--- config.mk ---
export PLATFORM = sky130hd
export DESIGN_NAME = ivc_top
export DESIGN_NICKNAME = d
export VERILOG_FILES = /design/src/rtl/ivc_pkg.sv /design/src/rtl/ivc_src_slice.sv /design/src/rtl/ivc_arbiter.sv /design/src/rtl/ivc_service.sv /design/src/rtl/ivc_regfile.sv /design/src/rtl/ivc_top.sv
export SDC_FILE = /design/constraint.sdc
export NUM_CORES = 1
export LEC_CHECK = 0
export ABC_AREA = 1
export BUFFER_PORTS_ARGS = -buffer_cell sky130_fd_sc_hd__buf_4
export CAP_MARGIN = 30
export CORE_MARGIN = 1
export CORE_UTILIZATION = 55
export DETAILED_ROUTE_END_ITERATION = 12
export PLACE_DENSITY = 0.75
export SLEW_MARGIN = 20
export SYNTH_ARGS = -nofsm -noshare
export SYNTH_HDL_FRONTEND = slang
export SYNTH_HIERARCHICAL = 1
export SYNTH_SLANG_ARGS = --single-unit
--- constraint.sdc ---
create_clock -name clk -period 37.1 [get_ports clk]
set_clock_uncertainty 0.2 [all_clocks]
set_input_delay 7.42 -clock clk [delete_from_list [all_inputs] [get_ports clk]]
set_output_delay 7.42 -clock clk [all_outputs]
set_load 0.02 [all_outputs]
--- src/rtl/ivc_pkg.sv ---
package ivc_pkg;

  typedef enum logic [1:0] {
    TRG_LOW  = 2'd0,
    TRG_HIGH = 2'd1,
    TRG_FALL = 2'd2,
    TRG_RISE = 2'd3
  } trig_e;

  // word indices (byte offset / 4) of the fixed registers
  localparam int unsigned W_RAW  = 64;  // 0x100
  localparam int unsigned W_ACT  = 65;  // 0x104
  localparam int unsigned W_STAT = 66;  // 0x108
  localparam int unsigned W_VEC  = 67;  // 0x10C
  localparam int unsigned W_NUM  = 68;  // 0x110
  localparam int unsigned W_MASK = 69;  // 0x114
  localparam int unsigned W_OUT  = 70;  // 0x118
  localparam int unsigned W_MEN  = 72;  // 0x120
  localparam int unsigned W_MDIS = 73;  // 0x124
  localparam int unsigned W_SSET = 74;  // 0x128
  localparam int unsigned W_SCLR = 75;  // 0x12C
  localparam int unsigned W_EOS  = 76;  // 0x130

  // edge qualification against the previous sample
  function automatic logic edge_hit(trig_e t, logic now, logic prev);
    case (t)
      TRG_RISE: return now & ~prev;
      TRG_FALL: return ~now & prev;
      default:  return 1'b0;
    endcase
  endfunction

  // level qualification of the sampled input
  function automatic logic level_hit(trig_e t, logic smp);
    case (t)
      TRG_HIGH: return smp;
      TRG_LOW:  return ~smp;
      default:  return 1'b0;
    endcase
  endfunction

endpackage

--- src/rtl/ivc_src_slice.sv ---
module ivc_src_slice
  import ivc_pkg::*;
(
  input  logic       clk,
  input  logic       rst_n,
  input  logic       src_i,
  input  logic [1:0] trig_i,
  input  logic       set_i,
  input  logic       clr_i,
  input  logic       ack_i,
  output logic       raw_o,
  output logic       active_o
);

  logic  src_q;
  logic  latch_q;
  logic  edge_ev;
  trig_e mode;

  assign mode    = trig_e'(trig_i);
  assign edge_ev = edge_hit(mode, src_i, src_q);

  always_ff @(posedge clk or negedge rst_n) begin
    if (!rst_n) begin
      src_q   <= 1'b0;
      latch_q <= 1'b0;
    end else begin
      src_q <= src_i;
      if (set_i || edge_ev)
        latch_q <= 1'b1;
      else if (clr_i || ack_i)
        latch_q <= 1'b0;
    end
  end

  assign raw_o    = src_q;
  assign active_o = level_hit(mode, src_q) | latch_q;

  p_edge_latch_r4: assert property (@(posedge clk) disable iff (!rst_n)
    edge_ev |=> active_o);

  p_soft_set_r6: assert property (@(posedge clk) disable iff (!rst_n)
    set_i |=> active_o);

  p_clear_drops_r4: assert property (@(posedge clk) disable iff (!rst_n)
    (clr_i && !set_i && !edge_ev && mode[1] && $stable(trig_i)) |=> !active_o);

endmodule

--- src/rtl/ivc_arbiter.sv ---
module ivc_arbiter #(
  parameter int unsigned NUM_SRC = 32,
  parameter int unsigned PRI_W   = 3,
  localparam int unsigned VEC_W  = $clog2(NUM_SRC)
) (
  input  logic [NUM_SRC-1:0]            cand_i,
  input  logic [NUM_SRC-1:0][PRI_W-1:0] pri_i,
  output logic                          any_o,
  output logic [VEC_W-1:0]              win_o
);

  // largest priority wins; scanning downward with >= lets the lower index win ties
  function automatic logic [VEC_W-1:0] pick(
    input logic [NUM_SRC-1:0]            c,
    input logic [NUM_SRC-1:0][PRI_W-1:0] p
  );
    logic [VEC_W-1:0] best;
    logic [PRI_W-1:0] best_p;
    best   = '0;
    best_p = '0;
    for (int n = NUM_SRC - 1; n >= 0; n--) begin
      if (c[n] && (p[n] >= best_p)) begin
        best   = VEC_W'(n);
        best_p = p[n];
      end
    end
    return best;
  endfunction

  assign any_o = |cand_i;
  assign win_o = pick(cand_i, pri_i);

endmodule

--- src/rtl/ivc_service.sv ---
module ivc_service #(
  parameter int unsigned VEC_W = 5
) (
  input  logic             clk,
  input  logic             rst_n,
  input  logic             any_i,
  input  logic [VEC_W-1:0] win_i,
  input  logic             ack_rd_i,
  input  logic             eos_i,
  output logic             irq_n_o,
  output logic [VEC_W-1:0] vec_o,
  output logic             ack_o
);

  logic             svc_q;
  logic             irq_n_q;
  logic [VEC_W-1:0] vec_q;

  // an acknowledge counts only while the request is being signalled
  assign ack_o = ack_rd_i && !svc_q && !irq_n_q;

  always_ff @(posedge clk or negedge rst_n) begin
    if (!rst_n) begin
      svc_q   <= 1'b0;
      irq_n_q <= 1'b1;
      vec_q   <= '0;
    end else if (svc_q) begin
      irq_n_q <= 1'b1;
      if (eos_i) svc_q <= 1'b0;
    end else if (ack_o) begin
      svc_q   <= 1'b1;
      irq_n_q <= 1'b1;
    end else begin
      irq_n_q <= ~any_i;
      if (any_i) vec_q <= win_i;
    end
  end

  assign irq_n_o = irq_n_q;
  assign vec_o   = vec_q;

  p_ack_quiet_r8: assert property (@(posedge clk) disable iff (!rst_n)
    ack_o |=> (irq_n_o && svc_q));

  p_hold_vec_r9: assert property (@(posedge clk) disable iff (!rst_n)
    svc_q |=> $stable(vec_o));

  p_eos_ends_r9: assert property (@(posedge clk) disable iff (!rst_n)
    (svc_q && eos_i) |=> !svc_q);

  p_quiet_in_svc_r9: assert property (@(posedge clk) disable iff (!rst_n)
    (svc_q && !eos_i) |=> irq_n_o);

endmodule

--- src/rtl/ivc_regfile.sv ---
module ivc_regfile
  import ivc_pkg::*;
#(
  parameter int unsigned NUM_SRC = 32,
  parameter int unsigned PRI_W   = 3,
  parameter int unsigned ADDR_W  = 10,
  parameter int unsigned DATA_W  = 32,
  localparam int unsigned VEC_W  = $clog2(NUM_SRC),
  localparam int unsigned WORD_W = ADDR_W - 2
) (
  input  logic                          clk,
  input  logic                          rst_n,
  input  logic                          wr_en,
  input  logic                          rd_en,
  input  logic [ADDR_W-1:0]             addr,
  input  logic [DATA_W-1:0]             wdata,
  output logic [DATA_W-1:0]             rdata,
  input  logic [NUM_SRC-1:0]            raw_i,
  input  logic [NUM_SRC-1:0]            active_i,
  input  logic                          irq_n_i,
  input  logic [VEC_W-1:0]              vec_i,
  output logic [NUM_SRC-1:0][1:0]       trig_o,
  output logic [NUM_SRC-1:0][PRI_W-1:0] pri_o,
  output logic [NUM_SRC-1:0]            en_o,
  output logic [NUM_SRC-1:0]            set_o,
  output logic [NUM_SRC-1:0]            clr_o,
  output logic                          eos_o,
  output logic                          ack_rd_o
);

  logic [WORD_W-1:0]  word;
  logic               cfg_sel;
  logic [NUM_SRC-1:0] en_q;
  logic [NUM_SRC-1:0] wbits;
  logic               unused_bits;

  assign word    = addr[ADDR_W-1:2];
  assign cfg_sel = (word < WORD_W'(NUM_SRC));
  assign wbits   = wdata[NUM_SRC-1:0];
  assign unused_bits = ^{addr[1:0], wdata};

  function automatic logic hit(input logic [WORD_W-1:0] w, input int unsigned idx);
    return w == WORD_W'(idx);
  endfunction

  // per-line configuration words
  for (genvar n = 0; n < NUM_SRC; n++) begin : g_cfg
    always_ff @(posedge clk or negedge rst_n) begin
      if (!rst_n) begin
        trig_o[n] <= 2'd0;
        pri_o[n]  <= '0;
      end else if (wr_en && hit(word, n)) begin
        trig_o[n] <= wdata[7:6];
        pri_o[n]  <= wdata[PRI_W-1:0];
      end
    end
  end

  always_ff @(posedge clk or negedge rst_n) begin
    if (!rst_n) begin
      en_q <= '0;
    end else if (wr_en) begin
      if (hit(word, W_MEN))  en_q <= en_q | wbits;
      if (hit(word, W_MDIS)) en_q <= en_q & ~wbits;
    end
  end

  assign en_o     = en_q;
  assign set_o    = (wr_en && hit(word, W_SSET)) ? wbits : '0;
  assign clr_o    = (wr_en && hit(word, W_SCLR)) ? wbits : '0;
  assign eos_o    = wr_en && hit(word, W_EOS);
  assign ack_rd_o = rd_en && hit(word, W_VEC);

  always_comb begin
    rdata = '0;
    if (rd_en) begin
      if (cfg_sel) begin
        rdata[7:6]       = trig_o[word[VEC_W-1:0]];
        rdata[PRI_W-1:0] = pri_o[word[VEC_W-1:0]];
      end else if (hit(word, W_RAW))  rdata[NUM_SRC-1:0] = raw_i;
      else if (hit(word, W_ACT))      rdata[NUM_SRC-1:0] = active_i;
      else if (hit(word, W_STAT))     rdata[NUM_SRC-1:0] = active_i & en_q;
      else if (hit(word, W_VEC))      rdata[VEC_W+1:0]   = {vec_i, 2'b00};
      else if (hit(word, W_NUM))      rdata[VEC_W-1:0]   = vec_i;
      else if (hit(word, W_MASK))     rdata[NUM_SRC-1:0] = en_q;
      else if (hit(word, W_OUT))      rdata[0]           = ~irq_n_i;
    end
  end

  p_mask_on_r5: assert property (@(posedge clk) disable iff (!rst_n)
    (wr_en && hit(word, W_MEN)) |=> ((en_q & $past(wbits)) == $past(wbits)));

  p_mask_off_r5: assert property (@(posedge clk) disable iff (!rst_n)
    (wr_en && hit(word, W_MDIS)) |=> ((en_q & $past(wbits)) == '0));

  p_mask_keep_r5: assert property (@(posedge clk) disable iff (!rst_n)
    !(wr_en && (hit(word, W_MEN) || hit(word, W_MDIS))) |=> $stable(en_q));

endmodule

--- src/rtl/ivc_top.sv ---
module ivc_top #(
  parameter int unsigned NUM_SRC = 32,
  parameter int unsigned PRI_W   = 3,
  parameter int unsigned ADDR_W  = 10,
  parameter int unsigned DATA_W  = 32,
  localparam int unsigned VEC_W  = $clog2(NUM_SRC)
) (
  input  logic               clk,
  input  logic               rst_n,
  input  logic [NUM_SRC-1:0] src_i,
  input  logic               bus_wr,
  input  logic               bus_rd,
  input  logic [ADDR_W-1:0]  bus_addr,
  input  logic [DATA_W-1:0]  bus_wdata,
  output logic [DATA_W-1:0]  bus_rdata,
  output logic               irq_n
);

  logic [NUM_SRC-1:0][1:0]       trig;
  logic [NUM_SRC-1:0][PRI_W-1:0] pri;
  logic [NUM_SRC-1:0]            en;
  logic [NUM_SRC-1:0]            set_cmd;
  logic [NUM_SRC-1:0]            clr_cmd;
  logic [NUM_SRC-1:0]            raw;
  logic [NUM_SRC-1:0]            active;
  logic [NUM_SRC-1:0]            cand;
  logic [NUM_SRC-1:0]            ack_oh;
  logic                          eos;
  logic                          ack_rd;
  logic                          ack;
  logic                          any_cand;
  logic [VEC_W-1:0]              win;
  logic [VEC_W-1:0]              vec;

  ivc_regfile #(
    .NUM_SRC(NUM_SRC), .PRI_W(PRI_W), .ADDR_W(ADDR_W), .DATA_W(DATA_W)
  ) regs_i (
    .clk(clk), .rst_n(rst_n),
    .wr_en(bus_wr), .rd_en(bus_rd), .addr(bus_addr),
    .wdata(bus_wdata), .rdata(bus_rdata),
    .raw_i(raw), .active_i(active), .irq_n_i(irq_n), .vec_i(vec),
    .trig_o(trig), .pri_o(pri), .en_o(en),
    .set_o(set_cmd), .clr_o(clr_cmd), .eos_o(eos), .ack_rd_o(ack_rd)
  );

  assign ack_oh = ack ? (NUM_SRC'(1) << vec) : '0;

  for (genvar n = 0; n < NUM_SRC; n++) begin : g_src
    ivc_src_slice slice_i (
      .clk(clk), .rst_n(rst_n),
      .src_i(src_i[n]), .trig_i(trig[n]),
      .set_i(set_cmd[n]), .clr_i(clr_cmd[n]), .ack_i(ack_oh[n]),
      .raw_o(raw[n]), .active_o(active[n])
    );
  end

  assign cand = active & en;

  ivc_arbiter #(.NUM_SRC(NUM_SRC), .PRI_W(PRI_W)) arb_i (
    .cand_i(cand), .pri_i(pri), .any_o(any_cand), .win_o(win)
  );

  ivc_service #(.VEC_W(VEC_W)) svc_i (
    .clk(clk), .rst_n(rst_n),
    .any_i(any_cand), .win_i(win),
    .ack_rd_i(ack_rd), .eos_i(eos),
    .irq_n_o(irq_n), .vec_o(vec), .ack_o(ack)
  );

  p_win_is_cand_r7: assert property (@(posedge clk) disable iff (!rst_n)
    any_cand |-> cand[win]);

  p_irq_from_enabled_r5: assert property (@(posedge clk) disable iff (!rst_n)
    $fell(irq_n) |-> $past(any_cand));

  p_ack_clears_r8: assert property (@(posedge clk) disable iff (!rst_n)
    (ack && !set_cmd[vec] && trig[vec][1] && $stable(src_i)) |=> !active[$past(vec)]);

endmodule

After elaboration in Yosys (flattened, before gate mapping). Cells that the tools add are included. Widths: inputs -> output; s select.

$add $sub $neg: 0. $mul: 0. Div/mod/pow operators: 0. $lt $le $gt $ge: 34. Equal/unequal tests: 139. Shift-type cells: 1. Multiplexer cells: 220. Bitwise logic cells: 168. Reductions and logical operators: 205.

Operators by type and width (number): $mux 32 (9); $mux 5 (33); $eq 2x2->1 const B (64); $eq 8x5->1 const B (16); $pmux 1 s2 (64); $mux 3 (34); $eq 8x7->1 const B (12); $ge 3x3->1 (31); $mux 1 (71); $logic_and 1x1->1 (70); $not 1->1 (68); $reduce_bool 2->1 (33); $and 1x1->1 (64); $and 32x32->32 (2); $eq 2x1->1 const B (32); $eq 8x4->1 const B (8); $logic_not 2->1 (32); $logic_or 1x1->1 (64); $eq 8x3->1 const B (4); $not 32->32 (1); $or 1x1->1 (32); $or 32x32->32 (1); $reduce_or 32->1 (1); $shl 1x5->32 const A (1); 17 further kinds (20).

Bits in registers: 263. Bits in latches: 0. Bits in writable memories: 0. ROM bits: 0. Output and inout port bits: 33. Logic and storage cells: 899. Memories kept: 0.

Depth between registers and ports, before layout. Gate-level depths: netlist of run 1.

Depth in word-level cells: 99. Depth in mapped cells: 265.

By module. The synthesis of run 1 kept the hierarchy.

Modules (own cells, without submodules): ivc_regfile (instances 1, cells an instance 1523, area an instance 10691.5 sq um); ivc_src_slice (instances 32, cells an instance 23, area an instance 137.6 sq um); ivc_arbiter (instances 1, cells an instance 668, area an instance 3961.3 sq um); ivc_top (instances 1, cells an instance 126, area an instance 508.0 sq um); ivc_service (instances 1, cells an instance 31, area an instance 292.8 sq um).

Worst setup path after synthesis of run 1. OpenSTA, ideal clock, no wires.

Path type: register to register. From: register regs_i/trig_o[62] (netlist name). To: register svc_i.vec_q[4] (netlist: svc_i/vec_o[4]). Data arrival time: 27.572 ns. Data required time: 36.835 ns. Path slack: 9.262 ns. Stages on the path, launching flop included: 235. Buffers on the path: 0. Clock period less this slack: 27.838 ns. Cell sequence: dfrtp_1 > inv_1 > nand2_1 > nand2_1 > o21bai_2 > nand2_1 > inv_1 > nand2_1 > ha_1 > nand2_1 > inv_1 > nand2_1 > nand2_2 > nand2_4 > o21ai_0 > ha_1 > nor2_1 > nand2_1 > [199 not listed] > nand2_1 > and2_1 > ha_1 > nand2_1 > o211ai_1 > nand2_1 > or2_2 > nand2_1 > ha_1 > a21oi_1 > nor2_1 > o21ai_0 > nand2_1 > inv_1 > o21ai_0 > nor3_2 > nand3_1 > nand2_1.

Longest elaborated chain between the ends: 99.

Ends and longest elaborated chain: start, declared (line ivc_regfile.sv:22) `output logic [NUM_SRC-1:0][1:0] trig_o,`; start signal, assigned by index (line ivc_regfile.sv:53) `trig_o[n] <= wdata[7:6];`; $eq 2x1->1 or $logic_not 2->1 (tied branches) (line ivc_pkg.sv:35) `case (t)`; $pmux 1 s2 (*) (line ivc_pkg.sv:35); $or 1x1->1 (*) (line ivc_src_slice.sv:37) `assign active_o = level_hit(mode, src_q) | latch_q;`; via active[31] (line ivc_top.sv:25) `logic [NUM_SRC-1:0] active;`; $and 32x32->32 (*) (line ivc_top.sv:57) `assign cand = active & en;`; via cand[31] (line ivc_top.sv:26) `logic [NUM_SRC-1:0] cand;`; $logic_and 1x1->1 (*) (line ivc_arbiter.sv:22) `if (c[n] && (p[n] >= best_p)) begin`; $mux 3 (line ivc_arbiter.sv:22); [86 not listed]; $mux 3 (line ivc_arbiter.sv:22); $ge 3x3->1 (line ivc_arbiter.sv:22); $logic_and 1x1->1 (line ivc_arbiter.sv:22); $mux 3 (line ivc_arbiter.sv:22); $ge 3x3->1 (line ivc_arbiter.sv:22); $logic_and 1x1->1 (line ivc_arbiter.sv:22); $mux 5 (*) (line ivc_arbiter.sv:22); via win[4] (line ivc_top.sv:32) `logic [VEC_W-1:0] win;`; end signal, assigned (line ivc_service.sv:35) `if (any_i) vec_q <= win_i;`; end, declared (line ivc_service.sv:17) `logic [VEC_W-1:0] vec_q;`.

The timed path passes the listed nets; every way through them passes the cells marked *. A chain may end at the register's enable or synchronous reset.

Worst setup path after layout of run 1. Same ends and word-level chain as after synthesis.

==> out/results.txt, run 1 <==
The critical path launch point was regs_i/trig_o[62]. The count of cells along the worst hold path was 2. Across the whole layout, storage elements account for 6580 um^2. Of all flip-flops after synthesis, the portion carrying an async set or reset was 100%. Summing every instance area after synthesis gives 19,900 um^2. At the end of routability-driven placement, the weighted congestion stood at 0.990. Headroom to the max-slew limit came out at 34.0%.

The number of gates resized after CTS was 0. Setup repair after global routing left no endpoint under its margin. The count of final hold-check violations is 0, and the via count is 20.5k.

The design area came out at 22,200 um^2. The run gives 36,900 um^2 as the die area. TritonCTS built the clock tree.

Among all stages on the critical path, the largest delay is contributed by sky130_fd_sc_hd__dfrtp_1. For the number of antenna violations at the first check in global routing, the log shows 0. Layer with the highest usage: met2. For this block, the routed nets add up to 67.2 mm of wire. The total area inside the core boundary comes to 35,600 um^2. Cells with a size suffix above 1 make up 12.9% of the layout. The number of H-tree branching levels is 1.

Summed over all layers, the global routing overflow is 0. For hold timing, the worst endpoint is regs_i/pri_o[75]. The tool flagged a number of max-cap violations equal to 0.

Buffers added to address setup during post-CTS repair amount to 0. The fraction of the yosys area taken by sequential cells was 33.1%; the count of placed standard cells including taps was 3,597. At the worst endpoint, the required time is 37.42 ns.

The repair_antennas step left the layout with diodes totalling 0. After layout, the worst path uses 86.6% of the clock period. Counting along the longest clock path gives a buffer depth of 3.

The logs give 5.46 ns for the setup slack after placement and 47.9 mm for the HPWL reported at the end of detailed placement. Fill cells in the final layout number 3,305. Clock-pin slew was measured on the worst setup and hold paths at 0.06 ns.

Based on the critical path, the design can be clocked at up to 31.1 MHz. The worst hold path belongs to the class register to register. The type of the worst setup path was register to register. IR analysis of the VDD net gives a maximum drop of 0.0435 mV.

In this run, CTS created clock tree buffers numbering 31. sky130_fd_sc_hd__dfrtp_1 takes more of the synthesized area than any other cell. The horizontal extent of the die was 192 um; the DRC marker count from the first detailed-route iteration was 2,272. Counting cells, the worst reg-to-reg path comes to 232. For the DRC violation count after routing, the log shows 0. The first global-routing pass estimated 104 mm of wire. Once the floorplan was initialized, standard cells occupied 55.8% of the core.

The run finished with clean final reports. In the global route stage, met2 resource usage came out at 57.7%. Of all nets on the critical path, the largest fanout is 7. The largest stage delay on the critical path works out to 0.48 ns. For the max-slew violation total from the final report, the log shows 0.

The setup check on the worst reg-to-reg path leaves a slack of 4.98 ns. The worst reg2reg path startpoint is regs_i/trig_o[62]. Summed over all failing endpoints, the final setup total negative slack is 0 ns. The number of rows in the core area came out at 69.

The category of the worst setup path launch point was a register. The dominant cell type by count on the critical path was sky130_fd_sc_hd__a21oi_1. Among all flip-flop cells after synthesis, the most frequent one is sky130_fd_sc_hd__dfrtp_1. The share of synthesized area in the top cell type comes to 33.0%. The tree is rooted in a sky130_fd_sc_hd__clkbuf_16. The first detailed-routing pass ran for 6 iterations. In this run the vertical extent of the chip is 192 um. Synthesis handed over a netlist of 3,084 instances. The final setup violation count was 0; the post-layout minimum cycle time was 32.12 ns. The tools report the insertion delay of the later-clocked pin in the worst-skew pair as 0.59 ns. Yosys attributes the largest share of cell area to sky130_fd_sc_hd__dfrtp_1 33%, sky130_fd_sc_hd__nand2_1 17%, sky130_fd_sc_hd__inv_1 10%, sky130_fd_sc_hd__nor2_1 8.4%, sky130_fd_sc_hd__o21ai_0 5.3%. The logs give 4.98 ns for the minimum setup slack in the final design and 47 for the unique cell type count in the Yosys netlist. Relative to the synthesized area, the layout overhead comes to 11.7%. Summing all multi-input logic gate instances after layout gives 10,800 um^2. The logs give 37.0% for the combined global-route utilization of all metal layers and 11.8 nW for the leakage dissipation. The detailed-route vias per instance came out at 5.62.

111 I/O pins were placed. Measured on the finished design, the core utilization comes to 62.3%. Critical path arrival: 32.44 ns. The clock drives 263 sinks.

In this run, synthesis produced a sequential element count of 263. Count of nets after finishing: 3,284. The count of port buffers added during placement works out to 108. STA classifies the critical path endpoint as a register.

The tools report the beginning of the worst hold path as regs_i/pri_o[75]. The final routed wire length divided by cell count came out at 18.4 um. The number of routed nets with antenna violations is 0, and the number of flops mapped to enable cells by yosys is 0. The number of global-route vias before repair was 19.1k; the number of standard cells in the final layout excluding fillers was 3,655. Entering global routing, the biggest net connects 142 pins. The run gives 49.3% as the met1 track demand over resource. The pin slew with the least headroom to its limit is 0.991 ns. Counting every net in the synthesized netlist gives 3,199. The run gives 5.70% as the global routing met3 resource utilization. The power density over the cells came out at 44.1 nW/um^2.

The endpoint identified for the worst register-to-register timing path is svc_i/vec_o[4]. The hold buffer count at cts was 0. The number of warning messages in the yosys log is 6, and the post-synthesis average cell area is 6.44 um^2. Once placement finished, the instance area stood at 21,000 um^2.
[cells in the final DEF (no fill, tap or decap), types with 19 or more instances in the layout]
| master | n |
|---|---|
| sky130_fd_sc_hd__inv_1 | 544 |
| sky130_fd_sc_hd__nand2_2 | 76 |
| sky130_fd_sc_hd__dfrtp_1 | 262 |
| sky130_fd_sc_hd__nand3_4 | 19 |
| sky130_fd_sc_hd__or2_2 | 21 |
| sky130_fd_sc_hd__buf_4 | 116 |
| sky130_fd_sc_hd__o21ai_0 | 211 |
| sky130_fd_sc_hd__ha_1 | 37 |
| sky130_fd_sc_hd__nand3_2 | 30 |
| sky130_fd_sc_hd__o21a_1 | 40 |
| sky130_fd_sc_hd__nand4_1 | 30 |
| sky130_fd_sc_hd__o21ai_1 | 30 |
| sky130_fd_sc_hd__nand2_1 | 883 |
| sky130_fd_sc_hd__o21bai_2 | 32 |
| sky130_fd_sc_hd__a21oi_1 | 107 |
| sky130_fd_sc_hd__clkbuf_16 | 31 |
| sky130_fd_sc_hd__nor2_1 | 445 |
| sky130_fd_sc_hd__a21boi_0 | 19 |
| sky130_fd_sc_hd__nand3_1 | 122 |
[routing by layer]
layer | wire [um] | vias up
met3 | 7520 | 215
met4 | 3910 | 0
met1 | 26300 | 9500
met5 | 0 | -
met2 | 29500 | 1124
li1 | - | 9684
[where the power goes]
group | switching, W | internal (W)
Clock | 0.000131 | 0.000213
Sequential | 0.0000324 | 0.000312
Combinational | 0.000179 | 0.000110
Total | 0.000342 | 0.000635
[worst max path at each step]
stage,end,slack (ns),cells past startpoint
floorplan,svc_i/vec_o[4],9.26,234
global placement,svc_i/vec_o[4],6.59,233
detailed placement,svc_i/vec_o[4],5.46,232
CTS,svc_i/vec_o[4],5.21,232
global route,svc_i/vec_o[4],2.14,238
finish,svc_i/vec_o[4],4.98,232
[cell usage after synthesis, types with 30 or more instances]
master / instances
sky130_fd_sc_hd__nand3_2: 30
sky130_fd_sc_hd__o21ai_0: 211
sky130_fd_sc_hd__nand3_1: 122
sky130_fd_sc_hd__nor2_1: 447
sky130_fd_sc_hd__o21a_1: 40
sky130_fd_sc_hd__inv_1: 544
sky130_fd_sc_hd__ha_1: 37
sky130_fd_sc_hd__dfrtp_1: 262
sky130_fd_sc_hd__nand2_2: 74
sky130_fd_sc_hd__o21ai_1: 30
sky130_fd_sc_hd__a21oi_1: 107
sky130_fd_sc_hd__nand4_1: 30
sky130_fd_sc_hd__nand2_1: 885
sky130_fd_sc_hd__o21bai_2: 32
[cell families after synthesis]
family | count (synthesis) | synth area share [%]
simple gates | 1688 | 38.1
buf+inv | 633 | 12.8
compound gates | 463 | 13.7
flops | 263 | 33.1
fa+ha+maj | 37 | 2.33
[area by class of cell]
class / count / area share (%)
Sequential cell: 263 / 29.7
Clock buffer: 45 / 4.14
Clock inverter: 13 / 1.03
Timing Repair Buffer: 123 / 4.53
Multi-Input combinational cell: 2188 / 48.5
Tap cell: 461 / 2.60
Inverter: 562 / 9.54
[critical path, delay by kind of cell, from the launching register on]
kind	cells	cell delay (ns)
AO/OA/AOI/OAI	81	11.24
AND/OR/NAND/NOR	90	9.72
adder cells (fa/ha/maj)	31	8.55
buffers and inverters	30	1.85
flip-flops	1	0.48
[per-stage QoR]
step / hold slack, ns / power [W]
2_1_floorplan: 0.272 / 0.000552
3_3_place_gp: 0.290 / 0.000617
3_5_place_dp: 0.303 / 0.000630
4_1_cts: 0.319 / 0.000975
5_1_grt: 0.338 / 0.00103
6_report: 0.325 / 0.000977
Power figures use the tool's default switching activity.
==> run 2, diff against run 1 <==
- ABC_AREA: 1 -> 0
- SLEW_MARGIN: 20 -> not set
==> run 2 against run 1 <==
Effect of this change: the run now ends with negative setup slack left; wire length increased by 0.77%; sequential power barely moved; sequential share of layout area decreased by 2.7 points; largest power group is now combinational cells; synthesized cell count down 36%; cell area rose by 10%; critical endpoint unchanged; global-route usage grew 0.39 points; first-iteration DRC count is 4.7% lower; combinational power is 24% higher.
==> out/results.txt, run 2 <==
The largest net degree at the start of global routing was 115; the clock-pin slew of the registers on the worst-case setup and hold paths was 0.07 ns. The run gives 24,400 um^2 as the design area. The run finished, with violations left. The number of inserted filler cells in the final layout is 2,349.

In this run, post-CTS hold repair placed 0 buffers. In this run the cell area of the synthesized design comes to 19,000 um^2. The dominant cell type by count on the critical path was sky130_fd_sc_hd__nand2b_4. The congestion estimate from routability-driven global placement came to 0.974. Sorting the synthesized cells by how often they occur yields 262 x sky130_fd_sc_hd__dfrtp_1, 164 x sky130_fd_sc_hd__mux2_2, 164 x sky130_fd_sc_hd__nor2_1, 125 x sky130_fd_sc_hd__a21oi_1, 123 x sky130_fd_sc_hd__nand2_1.

The floorplan has 67 rows. Across all layers, the routed design uses 18.9k vias. The die covers 35,200 um^2. The tools report the count of final hold-check violations as 0. The number of global-route vias before repair is 18.4k, and the worst max-slew margin expressed relative to the limit is 27.9%.

The synthesized netlist devotes 2.99% of its cell area to adder and majority cells. Most common library cell in the layout ignoring fill and taps: sky130_fd_sc_hd__buf_4. After layout, the design draws a total of 0.00102 W. The buffer and inverter count on the worst path is 20, and the number of flops mapped to enable cells by yosys is 0.

The library cells used most frequently in the layout, excluding fill and tap cells, are 389 x sky130_fd_sc_hd__buf_4, 262 x sky130_fd_sc_hd__dfrtp_1, 161 x sky130_fd_sc_hd__mux2_2. The type of the worst min-delay path was register to register. Of the available clock period, the critical path in the final layout requires 105%. Across the run, the number of max-cap violations was 0. The cell area after placement came out at 21,300 um^2. After synthesis, flip-flops and latches occupy 34.7% of the total area.

Setup repair after global routing could not meet its margin everywhere. The maximum ir drop on the vdd rail came out at 0.0490 mV. Dominant synthesized flop cell: sky130_fd_sc_hd__dfrtp_1. Using the TritonRoute via totals, the vias-per-cell ratio works out to 6.79. Number of inserted diodes: 0. The post-synthesis average cell area is 9.65 um^2. The unique cell type count in the Yosys netlist is 103, and the highest achievable clock rate is 25.7 MHz.

The run gives 1,966 as the gate count after technology mapping. Category of the worst setup path launch point: a register. Wires add up to 67.7 mm. TritonCTS built the clock tree. Global routing consumed, over all layers together, 37.4% of the routing resources. Worst-path maximum fanout: 5. The fraction of synthesized area in multiplexers came out at 16.0%.

Buffers placed on the I/O ports in this run total 108. The most common cell in the synthesized netlist is sky130_fd_sc_hd__dfrtp_1. Yosys attributes the largest share of cell area to sky130_fd_sc_hd__dfrtp_1 35%, sky130_fd_sc_hd__mux2_2 9.7%, sky130_fd_sc_hd__mux4_2 5.0%, sky130_fd_sc_hd__and2_1 4.0%, sky130_fd_sc_hd__a21oi_1 3.3%. Data on the critical path is required at its endpoint by 37.39 ns.

The largest individual stage delay along the critical path comes from the cell sky130_fd_sc_hd__or3b_4. The length of the first detailed-routing pass in iterations came out at 6. The number of routed nets with antenna violations is 0.

The largest family of logic cells by synthesized area is simple AND/OR/NAND/NOR gates. The run gives 0 as the sum of overflow across all layers after global routing. The basic-gate share of the synthesized area counting and, or, nand and nor cells works out to 23.9%. The max-slew violation total from the final report is 0.

The horizontal extent of the die came out at 188 um. The area share of the largest cell type after synthesis works out to 34.6%. The largest stage delay on the critical path was 0.42 ns; the final routed wire length divided by cell count was 24.3 um. The tools report the core area as 33,700 um^2.

The final reports fail on negative setup slack. The area added between synthesis and finish came out at 28.6%. The worst setup path is captured at a register. Setup violations remaining at the end of the flow were counted as 5. The number of buffers created by CTS is 29, and the critical path arrival is 39.21 ns. For this configuration, the core starts out at a cell density of 56.3%. The global-route wire length before repair was 104 mm; the height of the chip was 188 um. During synthesis, Yosys emitted a total of 6 warnings. The synthesized design spends more area on one cell type than any other, namely sky130_fd_sc_hd__dfrtp_1. Synthesis inferred 263 register bits.

The tools report the setup slack after placement as -2.31 ns. After layout, the minimum clock period comes to 38.91 ns. For this run, design rule violations remaining after detail routing come to 0. The number of antenna violations at the first check in global routing was 0; the count of nets after finishing was 2,435.

Number of H-tree branching levels: 1. The root buffer cell chosen for the clock tree is sky130_fd_sc_hd__clkbuf_16. In this run the static leakage power is 11.3 nW. Summing the areas of all xor and xnor instances in the mapped netlist gives 1.48% of the synthesized area. The compound-gate portion of the synthesized area came out at 17.9%. For the pin with the worst max-slew slack, the measured transition is 1.08 ns. The number of sinks handled by clock tree synthesis was 263.

The tools report the minimum setup slack in the final design as -1.81 ns. Cells with a size suffix above 1 make up 36.8% of the layout. The async set or reset register ratio after synthesis is 100%. Synthesis produced a netlist with a net count of 2,081. The power density over the cells is 41.6 nW/um^2, and the HPWL reported at the end of detailed placement is 45.3 mm. Insertion delay of the later-clocked pin in the worst-skew pair: 0.55 ns.

The type of the worst setup path was register to register. The run gives 72.4% as the final core utilization. Counting along the longest clock path gives a buffer depth of 3.

111 I/O pins were placed. The detailed router finished its first iteration with 2,166 violations. On the critical path the largest part of the delay comes from compound AO/OA/AOI/OAI gates.
==> run 2: logic make-up after synthesis <==
logic type,count (synthesis)
AND/OR/NAND/NOR,771
buffers and inverters,138
multiplexers,228
flip-flops,263
XOR/XNOR,32
AO/OA/AOI/OAI,487
adder cells (fa/ha/maj),47
==> run 2: report_power, final <==
part	switching, W	leakage, nW	total (W)	internal, W
sequential	0.0000331	3.51	0.000347	0.000314
clock	0.000126	0.503	0.000312	0.000186
combinational	0.000167	7.28	0.000357	0.000190
==> run 2: final cells by class <==
class	instances	area [um^2]	area share (%)
clock buffer	34	785	3.22
clock inverter	18	235	0.964
inverter	62	233	0.954
multi-input combinational	1565	12900	53.0
sequential	263	6580	27.0
tap	448	561	2.30
timing repair buffer	399	3080	12.6
==> run 2: per-layer routing <==
layer,up-vias,global-route usage [%],routed length (um)
li1,8180,-,-
met1,9308,50.0,26500
met2,1204,59.7,31100
met3,244,6.14,6840
met4,0,16.8,3220
met5,-,0,0
==> run 2: what timing repair did <==
item / in CTS / in global routing
pin swaps: 127 / 99
buffers inserted: 145 / 22
setup endpoints to repair: 5 / 5
gates resized for setup: 111 / 47
==> run 2: stage by stage <==
stage | setup TNS [ns] | cells | hold slack, ns
finish | -7.82 | 2789 | 0.310
floorplan | 0 | 1966 | 0.265
detailed placement | -10.18 | 2579 | 0.301
global route | -15.99 | 2789 | 0.329
global placement | -6.00 | 2577 | 0.278
CTS | -3.85 | 2771 | 0.309
==> run 2: path summary, 6_finish.rpt <==
path / startpoint / end / cells after the start / slack (ns)
max reg2reg: regs_i/trig_o[62] / svc_i/vec_o[4] / 220 / -1.81
min in group asynchronous: rst_n / regs_i/pri_o[19] / 1 / 6.70
min reg2reg: svc_i/svc_q / svc_i/svc_q / 1 / 0.31
min: svc_i/svc_q / svc_i/svc_q / 1 / 0.31
max: regs_i/trig_o[62] / svc_i/vec_o[4] / 220 / -1.81
max in group asynchronous: rst_n / asynchronous set/reset pin / 4 / 27.73
==> run 2: worst reg2reg max path, delay by kind of cell (launching register included) <==
family | cells | cell delay (ns)
AO/OA/AOI/OAI | 85 | 14.78
adder cells (fa/ha/maj) | 38 | 9.94
AND/OR/NAND/NOR | 69 | 9.26
buffers and inverters | 20 | 2.31
multiplexers | 7 | 1.90
flip-flops | 1 | 0.39
XOR/XNOR | 1 | 0.16
==> run 3, diff against run 2 <==
- PLACE_DENSITY: 0.75 -> 0.83
- REMOVE_ABC_BUFFERS: not set -> 1
==> run 3 against run 2 <==
Effect of this change: via count is 3.4% higher; register-to-register slack worse by 1.0 ns; non-clock buffer count decreased by 6; the flow still finishes with violations (negative setup slack); global-route usage is 0.71 points higher; sequential power hardly changed; critical endpoint unchanged; hold slack improved by 0.017 ns; wire length up 6.6%.
==> out/results.txt, run 3 (synthesized netlist as in run 2, its figures left out) <==
The category of the worst setup path launch point is a register. In the final routed layout, each cell accounts on average for 25.9 um. Once detail routing completed, the nets flagged for antenna violations numbered 0. Counting cells, the worst reg-to-reg path comes to 220. Port buffering added 108 buffers. The tools report the required time at the worst-slack endpoint as 37.40 ns. The initialized floorplan defines 67 standard-cell rows. Most common library cell in the layout ignoring fill and taps: sky130_fd_sc_hd__buf_4. The sum of overflow across all layers after global routing came out at 0. The cell sitting at the root of the clock tree is a sky130_fd_sc_hd__clkbuf_16. Leaving out fill and tap cells, the most frequent cells in the layout are 384 x sky130_fd_sc_hd__buf_4, 262 x sky130_fd_sc_hd__dfrtp_1, 161 x sky130_fd_sc_hd__mux2_2.

The tools report the count of final hold-check violations as 0. Once layout is done, the placed cells without fillers occupy 24,200 um^2. Setup violations remaining at the end of the flow were counted as 5. Fill cells in the final layout number 2,194. The count of cells along the worst hold path came out at 1. The height of the chip works out to 188 um. The type of the worst setup path is register to register. The run finished, with violations left.

The sink of the worst hold path was svc_i/svc_q. After detailed routing, the total wire length is 72.2 mm. The tool flagged a number of max-cap violations equal to 0. For the pin with the worst max-slew slack, the measured transition is 1.01 ns.

Max-slew violation total from the final report: 0. For this run, the top clock speed supported by timing is 25.0 MHz. In this design, the critical path's most frequently occurring cell is sky130_fd_sc_hd__nand2b_4.

The floorplan step set the die width to 188 um. 0 antenna diodes ended up in the layout. The tools report the capture instance of the worst register-to-register path as svc_i/vec_o[4]. Subtracting the final worst setup slack from the clock period gives 39.95 ns. The critical path starts at g_src[31].slice_i/raw_o.

Entering global routing, the biggest net connects 114 pins. The number of global-route vias before repair was 18.9k. Among all stages on the critical path, the largest delay is contributed by sky130_fd_sc_hd__a2111oi_2.

The largest single stage delay on the critical path is 0.42 ns. The ratio of cells with drive above 1 in the final layout was 36.4%; the placer's final routability congestion estimate was 0.968. Core area: 33,700 um^2.

The logs give -2.85 ns for the minimum setup slack in the final design and 11.2 nW for the leakage dissipation. In the global route stage, overall resource usage came out at 38.1%. The run gives 2,783 as the number of standard cells in the final layout excluding fillers. Setup repair after global routing could not meet its margin everywhere. The worst path uses 108% of the clock period.

The power density over the cells came out at 40.4 nW/um^2. The logs give 6580 um^2 for the register area and 56.3% for the starting density of the core. The worst hold path belongs to the class register to register. Dividing the detail-routed via count by the number of cells gives 7.04.

TritonCTS built the clock tree. The number of antenna violations at the first check in global routing was 0. Die area: 35,200 um^2.

After clock tree synthesis, the flow added hold-fix buffers numbering 0. Insertion delay of the later-clocked pin in the worst-skew pair: 0.58 ns. The final reports fail on negative setup slack. Across all register-to-register paths, the minimum setup slack is -2.85 ns. Pin placement for this block handled 111 I/O pins.

The worst register-to-register path begins at g_src[31].slice_i/raw_o. The run gives 40.25 ns as the critical path arrival. For this block, the initial DRC count from the detailed router was 2,940. The clock-pin slew of the registers on the worst-case setup and hold paths works out to 0.06 ns.

The via count came out at 19.6k. Maximum ir drop on the vdd rail: 0.0380 mV. The tools report the number of H-tree branching levels as 1.

Of all nets on the critical path, the largest fanout is 5. For this run, design rule violations remaining after detail routing come to 0. Footprint of the multi-input gates: 12,900 um^2. The cell area after placement is 21,300 um^2, and the worst hold slack across all endpoints is 0.327 ns. Type of destination of the critical path: a register.

The wire-length estimate of the detail-placed layout is 45.1 mm. Compared with the post-synthesis result, the final layout area differs by 27.8%. After the last flow step, the layout net total stands at 2,429.

The number of sinks handled by clock tree synthesis came out at 263. For the number of buffers created by CTS, the log shows 29. For the deepest clock path buffer count, the log shows 3. For this run, the detailed router's first-pass iteration total came to 9. Global-route wire length before repair: 105 mm.

Beginning of the worst hold path: svc_i/svc_q. Once placement completed, the tool counted placed cells totaling 2,603. Headroom to the max-slew limit came out at 31.9%.
-- run 3: routing by layer --
layer	vias to the layer above	track usage (%)	part of all wire, %
li1	8145	-	-
met1	9353	47.1	35
met2	1648	59.4	45
met3	439	8.70	13
met4	0	26.0	7.9
met5	-	0	0
-- run 3: through the flow --
stage,TNS [ns],power (W),setup WS [ns],utilization [%]
floorplan,-7.46,0.000487,-1.83,-
global placement,-14.42,0.000578,-3.33,62.9
detailed placement,-20.16,0.000591,-4.43,63.1
CTS,-4.11,0.000919,-1.01,69.8
global route,-19.45,0.00101,-4.22,72.0
finish,-12.62,0.000979,-2.85,72.0
-- run 3: how the worst max path moves through the flow --
stage	endpoint	slack, ns	depth (start not counted)
after floorplan	svc_i/vec_o[4]	-1.83	211
after global placement	svc_i/vec_o[4]	-3.33	214
after detailed placement	svc_i/vec_o[4]	-4.43	214
after CTS	svc_i/vec_o[4]	-1.01	215
after global routing	svc_i/vec_o[4]	-4.22	221
final	svc_i/vec_o[4]	-2.85	220
-- run 3: what timing repair did --
action	in CTS	in global routing
setup endpoints to repair	5	5
resized for setup	118	97
buffers inserted	99	31
pin swaps	93	125
-- run 3: critical path: cells and delay by family, from the launching register on --
family | cells | cell delay, ns
XOR/XNOR | 1 | 0.16
AO/OA/AOI/OAI | 87 | 15.14
flip-flops | 1 | 0.40
buffers and inverters | 12 | 1.47
multiplexers | 7 | 1.82
AND/OR/NAND/NOR | 75 | 10.48
adder cells (fa/ha/maj) | 38 | 10.12
-- run 3: cell type report --
type	instances	area share, %
flip-flops and latches	263	27.1
repair buffers	393	12.4
inverters	62	0.960
well taps	448	2.31
clock inverters	8	0.304
multi-input cells	1565	53.3
clock buffers	44	3.56
-- run 3: report_power, final --
part / total [W] / internal, W / switching [W]
logic: 0.000341 / 0.000172 / 0.000169
registers: 0.000346 / 0.000314 / 0.0000324
clock network: 0.000292 / 0.000166 / 0.000125
total: 0.000979 / 0.000652 / 0.000327
